$ cat config.mk
export PLATFORM = sky130hd
export DESIGN_NAME = ext_rst_pin_mgr
export DESIGN_NICKNAME = d
export VERILOG_FILES = /design/src/rtl/ext_rst_pkg.sv /design/src/rtl/pin_sync.sv /design/src/rtl/drive_pulse_timer.sv /design/src/rtl/usr_evt_unit.sv /design/src/rtl/ext_rst_pin_mgr.sv
export SDC_FILE = /design/constraint.sdc
export NUM_CORES = 1
export LEC_CHECK = 0
export BUFFER_PORTS_ARGS = -buffer_cell sky130_fd_sc_hd__buf_2
export CAP_MARGIN = 20
export CORE_UTILIZATION = 25
export CTS_CLUSTER_DIAMETER = 150
export CTS_CLUSTER_SIZE = 8
export DETAILED_ROUTE_END_ITERATION = 8
export GPL_TIMING_DRIVEN = 0
export SYNTH_ARGS = -nofsm -noshare
export SYNTH_HDL_FRONTEND = slang
export SYNTH_SLANG_ARGS = --single-unit
$ cat constraint.sdc
create_clock -name clk_i -period 3.5 [get_ports clk_i]
set_input_delay 0.35 -clock clk_i [delete_from_list [all_inputs] [get_ports clk_i]]
set_output_delay 0.35 -clock clk_i [all_outputs]
set_load 0.005 [all_outputs]
$ cat src/rtl/ext_rst_pkg.sv
package ext_rst_pkg;
  localparam int unsigned LEN_W       = 4;
  localparam int unsigned CNT_W       = (1 << LEN_W) + 1;
  localparam int unsigned SYNC_STAGES = 2;
endpackage

$ cat src/rtl/pin_sync.sv
module pin_sync #(
  parameter int unsigned STAGES = 2
) (
  input  logic clk_i,
  input  logic rst_ni,
  input  logic d_i,
  output logic q_o
);
  logic [STAGES-1:0] chain_q;

  always_ff @(posedge clk_i or negedge rst_ni) begin
    if (!rst_ni) chain_q <= '1;  // idle pin is high
    else         chain_q <= {chain_q[STAGES-2:0], d_i};
  end

  assign q_o = chain_q[STAGES-1];
endmodule

$ cat src/rtl/drive_pulse_timer.sv
module drive_pulse_timer #(
  parameter int unsigned LEN_W = 4,
  parameter int unsigned CNT_W = 17
) (
  input  logic             clk_i,
  input  logic             rst_ni,
  input  logic             req_i,
  input  logic [LEN_W-1:0] len_i,
  output logic             drive_o
);
  localparam logic [CNT_W-1:0] ONE = CNT_W'(1);

  logic             req_q, busy_q;
  logic [CNT_W-1:0] cnt_q;
  logic [LEN_W:0]   shamt;
  logic [CNT_W-1:0] load_val;
  logic             start;

  assign shamt    = {1'b0, len_i} + 1'b1;
  assign load_val = (ONE << shamt) - ONE;
  assign start    = req_i & ~req_q & ~busy_q;

  always_ff @(posedge clk_i or negedge rst_ni) begin
    if (!rst_ni) begin
      req_q  <= 1'b0;
      busy_q <= 1'b0;
      cnt_q  <= '0;
    end else begin
      req_q <= req_i;
      if (start) begin
        busy_q <= 1'b1;
        cnt_q  <= load_val;
      end else if (busy_q) begin
        if (cnt_q == '0) busy_q <= 1'b0;
        else             cnt_q  <= cnt_q - ONE;
      end
    end
  end

  assign drive_o = busy_q;
endmodule

$ cat src/rtl/usr_evt_unit.sv
module usr_evt_unit #(
  parameter int unsigned MASK_LEN = 2
) (
  input  logic clk_i,
  input  logic rst_ni,
  input  logic lvl_i,
  input  logic drive_i,
  input  logic rst_en_i,
  input  logic irq_en_i,
  input  logic rd_i,
  output logic usr_rst_o,
  output logic flag_o
);
  logic                lvl_q;
  logic [MASK_LEN-1:0] drv_hist_q;
  logic                self_low, evt;
  logic                usr_rst_q, flag_q;

  // own drive reaches the synced level MASK_LEN cycles late
  assign self_low = drive_i | (|drv_hist_q);
  assign evt      = lvl_q & ~lvl_i & ~self_low;

  always_ff @(posedge clk_i or negedge rst_ni) begin
    if (!rst_ni) begin
      lvl_q      <= 1'b1;
      drv_hist_q <= '0;
      usr_rst_q  <= 1'b0;
      flag_q     <= 1'b0;
    end else begin
      lvl_q      <= lvl_i;
      drv_hist_q <= {drv_hist_q[MASK_LEN-2:0], drive_i};
      usr_rst_q  <= evt & rst_en_i & ~irq_en_i;
      if (evt)       flag_q <= 1'b1;
      else if (rd_i) flag_q <= 1'b0;
    end
  end

  assign usr_rst_o = usr_rst_q;
  assign flag_o    = flag_q;
endmodule

$ cat src/rtl/ext_rst_pin_mgr.sv
module ext_rst_pin_mgr
  import ext_rst_pkg::*;
(
  input  logic             clk_i,
  input  logic             rst_ni,
  input  logic             usr_rst_en_i,
  input  logic             usr_irq_en_i,
  input  logic [LEN_W-1:0] pulse_len_i,
  input  logic             pin_i,
  input  logic             ext_req_i,
  input  logic             stat_rd_i,
  output logic             pin_drive_o,
  output logic             usr_rst_o,
  output logic             irq_o,
  output logic             pin_lvl_o,
  output logic             evt_flag_o
);
  logic lvl_s, drive_s, flag_s;

  pin_sync #(.STAGES(SYNC_STAGES)) u_sync (
    .clk_i(clk_i), .rst_ni(rst_ni), .d_i(pin_i), .q_o(lvl_s)
  );

  drive_pulse_timer #(.LEN_W(LEN_W), .CNT_W(CNT_W)) u_timer (
    .clk_i(clk_i), .rst_ni(rst_ni), .req_i(ext_req_i),
    .len_i(pulse_len_i), .drive_o(drive_s)
  );

  usr_evt_unit #(.MASK_LEN(SYNC_STAGES)) u_evt (
    .clk_i(clk_i), .rst_ni(rst_ni), .lvl_i(lvl_s), .drive_i(drive_s),
    .rst_en_i(usr_rst_en_i), .irq_en_i(usr_irq_en_i), .rd_i(stat_rd_i),
    .usr_rst_o(usr_rst_o), .flag_o(flag_s)
  );

  assign pin_drive_o = drive_s;
  assign pin_lvl_o   = lvl_s;
  assign evt_flag_o  = flag_s;
  assign irq_o       = flag_s & usr_irq_en_i;
endmodule

Word-level counts from Yosys, hierarchy flattened

Index checks and enable logic that the tools add are counted.

Register bits after elaboration: 26
Bits of input ports: 11
Output and inout port bits: 5
Word-level logic and storage cells: 39

Add/subtract/negate cells: 3
Equal/unequal tests: 1
Shift operators: 1
Multiplexer cells: 8
Bitwise logic cells: 13
Reduce and logical (&&, ||, !) cells: 5

Operators with widths:

| cell                                                                 | count |
|---|---|
| 17-bit two-way mux                                                   | 3 |
| 17-bit by 1-bit subtractor with 17-bit output, second input constant | 2 |
| 17-bit logical NOT                                                   | 1 |
| 1-bit by 5-bit left shift with 17-bit output, first input constant   | 1 |
| 1-bit bitwise AND                                                    | 7 |
| 4-bit by 1-bit adder with 5-bit output, second input constant        | 1 |
| 1-bit two-way mux                                                    | 5 |
| 1-bit NOT                                                            | 5 |
| 2-bit nonzero test                                                   | 2 |
| 2-bit by 1-bit != test with 1-bit output, second input constant      | 1 |
| 2-bit AND reduction                                                  | 1 |
| 2-bit OR reduction                                                   | 1 |
| 1-bit bitwise OR                                                     | 1 |

Longest topological paths before layout

Depth after elaboration: 6
Mapped depth: 11

Modules after synthesis

A second synthesis with hierarchy kept.

Cell total of the unflattened synthesis: 198
Area total of the unflattened synthesis: 1,727.9 um2

Modules (own cells, without submodules):

| module            | times used | cells each | area each (um2) | sequential area each (um2) |
|---|---|---|---|---|
| drive_pulse_timer | 1          | 186        | 1,507.7         | 475.5 |
| usr_evt_unit      | 1          | 9          | 161.4           | 126.4 |
| pin_sync          | 1          | 2          | 52.6            | 52.6 |
| ext_rst_pin_mgr   | 1          | 1          | 6.3             | 0.0 |

Worst setup path before layout

No wires, ideal clock.

Kind: register to register
From: register u_timer.busy_q, in the netlist u_timer.drive_o
To: register u_timer.cnt_q[14]
Setup time: 0.126 ns
Data arrival time: 2.700 ns
Required time: 3.374 ns
Path slack: 0.674 ns
Stages on the path, launching flop included: 11
Buffers on the path: 3
Clock period less this slack: 2.826 ns
Cells stage by stage: dfrtp_1 > or3b_2 > clkbuf_1 > clkbuf_1 > clkbuf_1 > a21oi_1 > ha_1 > o21ai_1 > a311oi_1 > mux2i_1 > a21oi_1

Word-level cells in the longest chain between the ends: 4
Elaborated cells on any way between the ends: 6
Classes of those cells: eq/ne: 1; mux: 1; bitwise: 2; reduce/logical: 2

Ends and longest elaborated chain:

| what                                                                                            | line                    | source |
|---|---|---|
| start: declaration                                                                              | drive_pulse_timer.sv:13 | `logic req_q, busy_q;` |
| start signal: assignment                                                                        | drive_pulse_timer.sv:26 | `busy_q <= 1'b0;` |
| start signal: assignment                                                                        | drive_pulse_timer.sv:31 | `busy_q <= 1'b1;` |
| start signal: assignment                                                                        | drive_pulse_timer.sv:34 | `if (cnt_q == '0) busy_q <= 1'b0;` |
| 1-bit NOT                                                                                       | drive_pulse_timer.sv:21 | `assign start = req_i & ~req_q & ~busy_q;` |
| 1-bit bitwise AND                                                                               | drive_pulse_timer.sv:21 |  |
| 2-bit by 1-bit != test with 1-bit output (no source line) or 2-bit nonzero test (tied branches) | n/a                     |  |
| 2-bit AND reduction (no source line)                                                            | n/a                     |  |
| end signal: assignment                                                                          | drive_pulse_timer.sv:32 | `cnt_q <= load_val;` |
| end signal: assignment                                                                          | drive_pulse_timer.sv:35 | `else cnt_q <= cnt_q - ONE;` |
| end: declaration                                                                                | drive_pulse_timer.sv:14 | `logic [CNT_W-1:0] cnt_q;` |

Several ways; a longest one is shown, not always the timed one.
A chain may end at the register's enable or synchronous reset.

Worst setup path after layout

Ends and elaborated chain as after synthesis.

==> flow_summary.toml <==
[status]
outcome = "completed"

[worst_setup_path]
slowest_delay_ns = 0.56
cp-start-kind = "register"
slowest_stage = "or3b_2"
worstPathCellList = "or3b_2 > clkbuf_1 > buf_2 > a21oi_1 > ha_1 > o21ai_1 > a311oi_1 > mux2i_1 > a21oi_1"
cp.required_ns = 3.66
cpMostUsedCell = "a21oi_1"
end_kind = "register"
worstPathArrival_ns = 3.39
cp.buffers_inverters = 2
critPathMaxFanout = 19
crit_family = "compound AO/OA/AOI/OAI gates"
criticalPathCategory = "reg -> reg"

[placement]
routabilityCongestion = 0.888
placed_cells = 278
dpl.hpwl_um = 2910
place_area_um2 = 1790
io_buffers = 14
dp_worst_setup_slack_ns = -0.0946

[cells_and_area]
drive_above_1_share_pct = 17.2
nets = 217
fin_cells = 281
syn_to_final_growth_pct = 14.5
num_antenna_cells = 0
final_cell_mix = "nor2_1, dfrtp_1, a21oi_1, buf_2, nand2_1"
final_util_pct = 29.5
fin_area_um2 = 1860

[cts]
cts_max_path_buffers = 2
cts_buffers = 3
clockRootBuffer = "clkbuf_8"
path_clk_slew_ns = 0.10
cts_setup_buffers = 0
hold_buffers = 0
cts_resized = 1
cts_num_sinks = 26
cts_tree = "built"
insertion_delay_ns = 0.28
htree_levels = 1

[hold_path]
hold_class = "in -> async"

[pwr]
powerDensity_nw_per_um2 = 450
p_leak_uw = 0.000689
peakVddDrop_mv = 0.145

[detailed_routing]
ant_nets = 0
vias_per_cell = 5.22
drc_errors = 0
drt_iter0_markers = 43
num_vias = 1466
post_drt_wl_per_cell_um = 14.3
firstDrtPassIters = 4
routed_wl_um = 4010

[timing]
min_period_ns = 3.23
clock_skew_ns = 0.00991
worst_pin_slew_ns = 0.590
holdWs_ns = 0.0614
setup_viol = 0
max_freq_ghz = 0.310
slew-limit-headroom_pct = 60.6
maxSlewViolCount = 0
hold_viol = 0
worst_slack_ns = 0.274
grt_setup_unrepaired = "no"
min_period_over_period_pct = 92.2

[die]
die_height_um = 82.7
start_util_pct = 25.8
boundaryPins = 16
die_x_um = 82.7
rows = 29
dieArea_um2 = 6840
core_area_um2 = 6310

[logic_synthesis]
ys_top_cells_by_area = "dfrtp_1, a21oi_1, xnor2_1"
ys_warn_count = 0
async_flop_share_pct = 100
syn-num-nets = 199
mappedNetlistArea_um2 = 1630
synth_top_cell_area_share_pct = 35.4
syn_inst = 187
yosysTopAreaCell = "dfrtp_1"
synth-main-ff-cell = "dfrtp_1"
synth_cell_types = 44
yosysSeqAreaShare_pct = 40.2
avgSynthCellArea_um2 = 8.70
ys_ff_latch = 26
synth-edff-count = 0

[grt]
first_global_vias = 1483
track_usage_pct = 13.5
grt_max_degree = 27
overflow = 0
antenna_found_initial = 0
grt_pass1_wl_um = 7050

[job]
cap_violations = 0
-- power by group --
group	switching [uW]	total, uW	internal, uW	leakage [uW]
clock network	105	258	153	0.0000357
logic	78.9	161	81.8	0.000358
registers	63.2	420	357	0.000296
total	247	839	592	0.000689
-- metal layers --
metal / up-vias / track usage (%) / routed length (um)
li1: 710 / - / -
met1: 698 / 17.8 / 1890
met2: 52 / 22.5 / 1790
met5: - / 0 / 0
met3: 6 / 2.97 / 290
met4: 0 / 2.93 / 38
-- synthesized netlist by cell type, types with 4 or more instances --
cell type	instances
nor3_1	5
xnor2_1	11
a31oi_1	4
o21ai_0	10
nand2b_1	5
clkbuf_1	9
nor2_1	23
nand2_1	13
a211oi_1	4
or3_1	4
a21oi_1	22
dfrtp_1	23
-- sequential cells by signal, indices dropped and copies added, names as in the netlist --
signal / cells
u_timer.cnt_q: 17
u_evt.flag_o: 1
u_timer.drive_o: 1
u_evt.usr_rst_o: 1
u_sync.chain_q: 2
u_evt.lvl_q: 1
u_timer.req_q: 1
u_evt.drv_hist_q: 2
-- cell families after synthesis --
kind of cell               after synthesis  synth area share [%]
AOI/OAI and AO/OA                       56                  21.8
xor gates and xnor gates                13                  6.99
adders and majority gates                1                 0.769
buffers and inverters                   13                  3.46
DFF                                     26                  40.2
muxes                                    4                  2.54
and+or+nand+nor                         74                  24.3
-- metrics by stage --
step / power [uW] / setup TNS, ns
2_1_floorplan: 532 / 0
3_3_place_gp: 580 / -0.202
3_5_place_dp: 584 / -0.158
4_1_cts: 843 / 0
5_1_grt: 889 / 0
6_report: 839 / 0
-- final timing paths --
check / slack [ns] / start / depth (start not counted) / to
worst max register to register: 0.27 / u_timer.drive_o$_DFF_PN0_ / 9 / u_timer.cnt_q[14]$_DFFE_PN0P_
worst min-delay path: 0.06 / rst_ni / 1 / u_timer.cnt_q[3]$_DFFE_PN0P_
worst min register to register: 0.36 / u_sync.chain_q[0]$_DFF_PN1_ / 0 / u_sync.chain_q[1]$_DFF_PN1_
max in group asynchronous: 3.04 / rst_ni / 1 / u_evt.usr_rst_o$_DFF_PN0_
worst max-delay path: 0.27 / u_timer.drive_o$_DFF_PN0_ / 9 / u_timer.cnt_q[14]$_DFFE_PN0P_
min in group clk_i: 0.16 / pin_i / 1 / u_sync.chain_q[0]$_DFF_PN1_
-- final cells by class --
cell class / instances / area, um^2
buffer: 9 / 42.5
clock buffer: 3 / 41.3
clock inverter: 1 / 30.0
fill: 686 / 4450
inverter: 3 / 11.3
multi-input combinational: 148 / 917
sequential: 26 / 654
tap: 77 / 96.3
timing repair buffer: 14 / 70.1
-- worst reg2reg max path, stage by stage (launching register included) --
cell      delay, ns
dfrtp_1        0.50
or3b_2         0.57
clkbuf_1       0.27
buf_2          0.31
a21oi_1        0.20
ha_1           0.32
o21ai_1        0.27
a311oi_1       0.37
mux2i_1        0.23
a21oi_1        0.08
Note: power is estimated with default switching activity, not from simulation.
